### src/rtl/lds_pkg.sv
package lds_pkg;

    typedef enum logic [1:0] {
        LD_NORMAL = 2'b00,
        LD_LINE   = 2'b10,
        LD_OPEN   = 2'b11
    } ld_code_e;

    function automatic ld_code_e classify(input logic line_flag, input logic open_flag);
        if (open_flag) begin
            return LD_OPEN;
        end else if (line_flag) begin
            return LD_LINE;
        end
        return LD_NORMAL;
    endfunction

endpackage

### src/rtl/lds_sync.sv
module lds_sync #(
    parameter int W      = 4,
    parameter int STAGES = 2
) (
    input  logic         clk,
    input  logic         rst_n,
    input  logic [W-1:0] async_i,
    output logic [W-1:0] sync_o
);

    logic [STAGES-1:0][W-1:0] chain_q;

    genvar s;
    generate
        for (s = 0; s < STAGES; s++) begin : g_stage
            if (s == 0) begin : g_first
                always_ff @(posedge clk or negedge rst_n) begin
                    if (!rst_n) chain_q[0] <= '0;
                    else        chain_q[0] <= async_i;
                end
            end else begin : g_next
                always_ff @(posedge clk or negedge rst_n) begin
                    if (!rst_n) chain_q[s] <= '0;
                    else        chain_q[s] <= chain_q[s-1];
                end
            end
        end
    endgenerate

    assign sync_o = chain_q[STAGES-1];

endmodule

### src/rtl/lds_dc_class.sv
module lds_dc_class
    import lds_pkg::*;
#(
    parameter int NCH = 4
) (
    input  logic           clk,
    input  logic           rst_n,
    input  logic           capture_i,
    input  logic [NCH-1:0] line_i,
    input  logic [NCH-1:0] open_i,
    output logic [NCH-1:0] hi_o,
    output logic [NCH-1:0] lo_o
);

    typedef struct packed {
        logic [NCH-1:0] hi;
        logic [NCH-1:0] lo;
    } dc_state_t;

    dc_state_t state_d, state_q;

    always_comb begin
        state_d = state_q;
        for (int ch = 0; ch < NCH; ch++) begin
            ld_code_e code;
            code = classify(line_i[ch], open_i[ch]);
            if (capture_i) begin
                state_d.hi[ch] = code[1];
                state_d.lo[ch] = code[0];
            end
        end
    end

    always_ff @(posedge clk or negedge rst_n) begin
        if (!rst_n) state_q <= '0;
        else        state_q <= state_d;
    end

    assign hi_o = state_q.hi;
    assign lo_o = state_q.lo;

endmodule

### src/rtl/lds_ac_detect.sv
module lds_ac_detect #(
    parameter int NCH    = 4,
    parameter int THRESH = 3
) (
    input  logic           clk,
    input  logic           rst_n,
    input  logic           run_req_i,
    input  logic [NCH-1:0] peak_i,
    output logic           active_o,
    output logic [NCH-1:0] det_o
);

    localparam int CNT_W = $clog2(THRESH + 1);
    localparam logic [CNT_W-1:0] CNT_MAX = CNT_W'(THRESH);

    typedef struct packed {
        logic                      act;
        logic [NCH-1:0]            prev;
        logic [NCH-1:0][CNT_W-1:0] cnt;
        logic [NCH-1:0]            det;
    } ac_state_t;

    ac_state_t state_d, state_q;

    always_comb begin
        logic start;
        state_d      = state_q;
        state_d.act  = run_req_i;
        state_d.prev = peak_i;
        start        = run_req_i && !state_q.act;
        for (int ch = 0; ch < NCH; ch++) begin
            logic rise;
            rise = peak_i[ch] && !state_q.prev[ch];
            if (start) begin
                state_d.cnt[ch] = '0;
                state_d.det[ch] = 1'b0;
            end else if (state_q.act) begin
                if (rise && (state_q.cnt[ch] < CNT_MAX)) begin
                    state_d.cnt[ch] = state_q.cnt[ch] + 1'b1;
                end
                state_d.det[ch] = (state_d.cnt[ch] == CNT_MAX);
            end
        end
    end

    always_ff @(posedge clk or negedge rst_n) begin
        if (!rst_n) state_q <= '0;
        else        state_q <= state_d;
    end

    assign active_o = state_q.act;
    assign det_o    = state_q.det;

endmodule

### src/rtl/spk_load_status.sv
module spk_load_status #(
    parameter int NCH         = 4,
    parameter int THRESH      = 3,
    parameter int SYNC_STAGES = 2
) (
    input  logic           clk,
    input  logic           rst_n,
    input  logic           dc_en,
    input  logic           startup_active,
    input  logic           startup_done,
    input  logic           ac_en,
    input  logic [NCH-1:0] cmp_line,
    input  logic [NCH-1:0] cmp_open,
    input  logic [NCH-1:0] cmp_peak,
    output logic [NCH-1:0] stat_hi,
    output logic [NCH-1:0] stat_lo,
    output logic           dc_valid
);

    logic [NCH-1:0] peak_sync;
    logic [NCH-1:0] dc_hi;
    logic [NCH-1:0] dc_lo;
    logic [NCH-1:0] ac_det;
    logic           ac_active;

    lds_sync #(.W(NCH), .STAGES(SYNC_STAGES)) i_sync (
        .clk     (clk),
        .rst_n   (rst_n),
        .async_i (cmp_peak),
        .sync_o  (peak_sync)
    );

    lds_dc_class #(.NCH(NCH)) i_dc (
        .clk       (clk),
        .rst_n     (rst_n),
        .capture_i (dc_en && startup_active),
        .line_i    (cmp_line),
        .open_i    (cmp_open),
        .hi_o      (dc_hi),
        .lo_o      (dc_lo)
    );

    lds_ac_detect #(.NCH(NCH), .THRESH(THRESH)) i_ac (
        .clk       (clk),
        .rst_n     (rst_n),
        .run_req_i (ac_en && startup_done),
        .peak_i    (peak_sync),
        .active_o  (ac_active),
        .det_o     (ac_det)
    );

    assign stat_hi  = dc_hi;
    assign stat_lo  = ac_active ? ac_det : dc_lo;
    assign dc_valid = !ac_active;

endmodule

### config.mk
export PLATFORM = sky130hd
export DESIGN_NAME = spk_load_status
export DESIGN_NICKNAME = d
export VERILOG_FILES = /design/src/rtl/lds_pkg.sv /design/src/rtl/lds_sync.sv /design/src/rtl/lds_dc_class.sv /design/src/rtl/lds_ac_detect.sv /design/src/rtl/spk_load_status.sv
export SDC_FILE = /design/constraint.sdc
export NUM_CORES = 1
export LEC_CHECK = 0
export ABC_AREA = 0
export BUFFER_PORTS_ARGS = -buffer_cell sky130_fd_sc_hd__buf_2
export CORE_MARGIN = 2
export CORE_UTILIZATION = 24
export CTS_BUF_LIST = sky130_fd_sc_hd__clkbuf_8 sky130_fd_sc_hd__clkbuf_16
export DETAILED_ROUTE_END_ITERATION = 10
export GPL_TIMING_DRIVEN = 1
export HOLD_SLACK_MARGIN = 0.12
export PLACE_DENSITY = 0.51
export SLEW_MARGIN = 5
export SYNTH_ARGS = -nofsm -noshare
export SYNTH_HDL_FRONTEND = slang
export SYNTH_SLANG_ARGS = --single-unit
### constraint.sdc
create_clock -name clk -period 1.8 [get_ports clk]
set_input_delay 0.09 -clock clk [delete_from_list [all_inputs] [get_ports clk]]
set_output_delay 0.09 -clock clk [all_outputs]
set_load 0.05 [all_outputs]
==> metrics list <==
* Final setup skew: 0.00542 ns
- I/O pins: 27
* Count of state elements after synthesis: 33
- Global routing used 9.68% of the available tracks.
- Clock transition at the registers of the reported paths: 0.07 ns
- The initial antenna violation count is 0.
* Depth of the worst register-to-register path: 4
* Global routing met3 resource utilization: 3.07%
- RR Endpoint: i_ac.state_q[6]
- TritonCTS clock tree: yes
- Cells after Synth: 110
* Leakage dissipation: 0.813 nW
- Fraction of the mapped netlist area in adder cells: 3.69%
- Maximum root-to-sink buffer count: 2
- Counting the fill cells in the layout gives 561.
* Actual transition at the worst max-transition pin: 0.861 ns
* Sort of element at the start of the critical path: flop
* DPL Wire Length: 1740 µm
- Most Used Layer, Global Route: met2
- Cells with a size suffix above 1 make up 31.2% of the layout.
- Min-Delay Path Class: input port to flop
- In the final layout, the multi-input gates occupy 503 µm².
- In this run the power density over the cells is 1010 nW/µm².
* Detailed-route wire length per cell: 11.7 µm
- Final hold violation count: 0
* DR iter-0 viols: 39
- The final critical path takes up 83.8% of the cycle.
* Non-filler instance count after layout: 226
- The number of clock buffers added by TritonCTS is 5.
- Post-DR vias/cell: 4.29
- The most critical setup path has its endpoint at stat_lo[1].
- The congestion estimate from routability-driven global placement came to 0.659.
* Combinational family with the most area after synthesis: simple AND/OR/NAND/NOR gates
- Number of antenna diodes: 0
* Number of placed instances with taps included: 204
- In this run the tool buffered the top-level ports with 26 buffer cells.
- Worst max-slew margin expressed relative to the limit: 42.6%
* Most common cell after layout, fill and taps aside: sky130_fd_sc_hd__dfrtp_1
- Setup TNS: 0 ns
- Wire length of the first global-routing pass: 4490 µm
- Critical-path maximum fanout: 14
* Via count of the first global-routing pass: 979
* Signed area change from the synthesized netlist to the final layout: 32.7%
* Area fraction in compound gates after synthesis: 8.11%
- STA puts the critical path data arrival time at 1.42 ns.
- Global Route met1 Usage: 11.0%
* Outcome: completed
* Clock root buffer master: sky130_fd_sc_hd__clkbuf_8
- The worst path meets setup with 0.292 ns of slack.
- Number of nets in the layout: 175
- For flop-to-flop paths, the worst setup slack is 0.31 ns.
- Timing would allow up to 0.663 GHz.
- At the worst endpoint, the required time is 1.71 ns.
- Summing all flip-flop and latch instances after layout gives 826 µm².
- Routed via count: 969
- Number of clock sinks: 33
* Final Power: 1.82 mW
- Core box area: 5470 µm²
* Std-Cell Rows: 27
* Global route overflow: 0
- Post-synthesis share of cell area spent on and, or, nand and nor gates: 13.8%
- The floorplan step set the die width to 79.2 µm.
* Synth Cell Area: 1360 µm²
- Type of the worst setup path: flop to output port
- Post-Synth XOR/XNOR Area: 2.58%
- Subtracting the final worst setup slack from the clock period gives 1.51 ns.
- Overall die area: 6270 µm²
- At the placement stage, the worst setup path has a slack of 0.322 ns.
- Setup violations remaining at the end of the flow were counted as 0.
* DRC: 0
- Antenna violation net count after detailed routing: 0
- In the global route stage, met2 resource usage came out at 15.7%.
* Count of maximum capacitance violations: 0
- Pin count of the biggest net entering global routing: 34
- Pins over their slew limit: 0
* Multiplexer share of the synthesized area: 8.85%
- For this run, the detailed router's first-pass iteration total came to 4.
- Crit Reg-Reg Startpoint: i_ac.state_q[6]
- Clock insertion delay at the later pin of the skew report: 0.29 ns
- Vertical die dimension: 79.2 µm
- After synthesis, the mean cell area works out to 12.3 µm².
- Net count after synthesis: 132
* Number of different library cells in the post-synthesis netlist: 22
* Number of gates resized after cts: 0
- IR Drop Worst-Case VDD: 0.000269 V
- The worst setup path is captured at an output port.
- Final wirelength: 2640 µm
- Warnings, synthesis: 0
* Part of the Yosys area used for sequential elements: 60.8%
* Most frequent cells in the layout: sky130_fd_sc_hd__dfrtp_1, sky130_fd_sc_hd__buf_2, sky130_fd_sc_hd__nand2_1
- The clock tree synthesis step divided the H-tree into 2 levels.
- Setup crit start: i_ac.active_o
- Core utilization of the finished layout: 32.9%
* Unrepaired setup endpoints after global routing: false
- Initial cell density of the core: 24.8%
## cell type report
class,instances,share of cell area (%)
timing repair buffer,41,15.4
inverter,1,0.208
multi-input combinational,71,27.9
clock inverter,1,0.278
sequential,33,45.8
clock buffer,7,5.35
tap,72,5.00
## worst min path at each step
stage	from	endpoint	slack [ns]	cells after the start
4_1_cts	cmp_line[0]	i_dc.hi_o[0]	0.12	3
6_report	cmp_line[0]	i_dc.hi_o[0]	0.11	3
3_3_place_gp	rst_n	i_ac.det_o[1]	0.19	1
2_1_floorplan	rst_n	i_ac.active_o	-0.21	0
5_1_grt	cmp_line[0]	i_dc.hi_o[0]	0.14	3
3_5_place_dp	rst_n	i_ac.det_o[1]	0.20	1
## through the flow
step / area [µm²] / hold WS [ns]
2_1_floorplan: 1360 / -0.206
3_3_place_gp: 1560 / 0.188
3_5_place_dp: 1560 / 0.198
4_1_cts: 1800 / 0.123
5_1_grt: 1800 / 0.142
6_report: 1800 / 0.111
## sequential cells by signal (all words and copies together), names as in the netlist
signal,count
i_dc.lo_o,4
i_ac.state_q,12
i_sync.chain_q,4
i_ac.det_o,4
i_dc.hi_o,4
i_sync.sync_o,4
i_ac.active_o,1
## metal layers
| metal | part of all wire (%) | routed length (µm) | vias to the layer above |
|---|---|---|---|
| met3 | 7.2 | 189 | 6 |
| met2 | 46 | 1210 | 37 |
| met4 | 3.0 | 79 | 0 |
| met5 | 0 | 0 | - |
| met1 | 44 | 1150 | 457 |
| li1 | - | - | 469 |
## repair_timing
| action | in CTS | in global routing |
|---|---|---|
| setup buffers | 0 | 0 |
| endpoints found under the hold margin | 45 | 0 |
| hold buffers | 14 | 0 |
## cells in the mapped netlist (all sizes together)
library cell,count,area share (%)
nand3,4,1.5
clkbuf,1,0.37
buf,4,1.5
and2,1,0.46
or3b,1,0.65
xor2,1,0.65
dfrtp,33,61
nand4,1,0.46
o311ai,1,1.2
a21oi,1,0.37
o211ai,4,2.2
mux2,8,6.6
nand2,18,5.0
inv,1,0.28
nor3b,3,2.8
nor2,4,1.1
xnor2,3,1.9
o21ai,11,4.3
mux2i,3,2.2
ha,4,3.7
nand4b,3,1.9
## kinds of logic (layout without fill, tap and decap cells)
| group | count (synthesis) | count (layout) |
|---|---|---|
| buffers and inverters | 6 | 50 |
| xor gates and xnor gates | 4 | 4 |
| DFF | 33 | 33 |
| muxes | 11 | 11 |
| and+or+nand+nor | 35 | 35 |
| AOI/OAI and AO/OA | 17 | 17 |
| adders and majority gates | 4 | 4 |
## power by group
group / internal, mW / switching, mW / total (mW)
Combinational: 0.131 / 0.208 / 0.339
Clock: 0.345 / 0.266 / 0.611
Sequential: 0.813 / 0.0534 / 0.866
Total: 1.29 / 0.528 / 1.82
## critical path, stage by stage, from the launching register on
cell                      delay (ns)
sky130_fd_sc_hd__dfrtp_1        0.34
sky130_fd_sc_hd__buf_4          0.21
sky130_fd_sc_hd__mux2_2         0.36
sky130_fd_sc_hd__buf_2          0.21
Power figures use the tool's default switching activity.
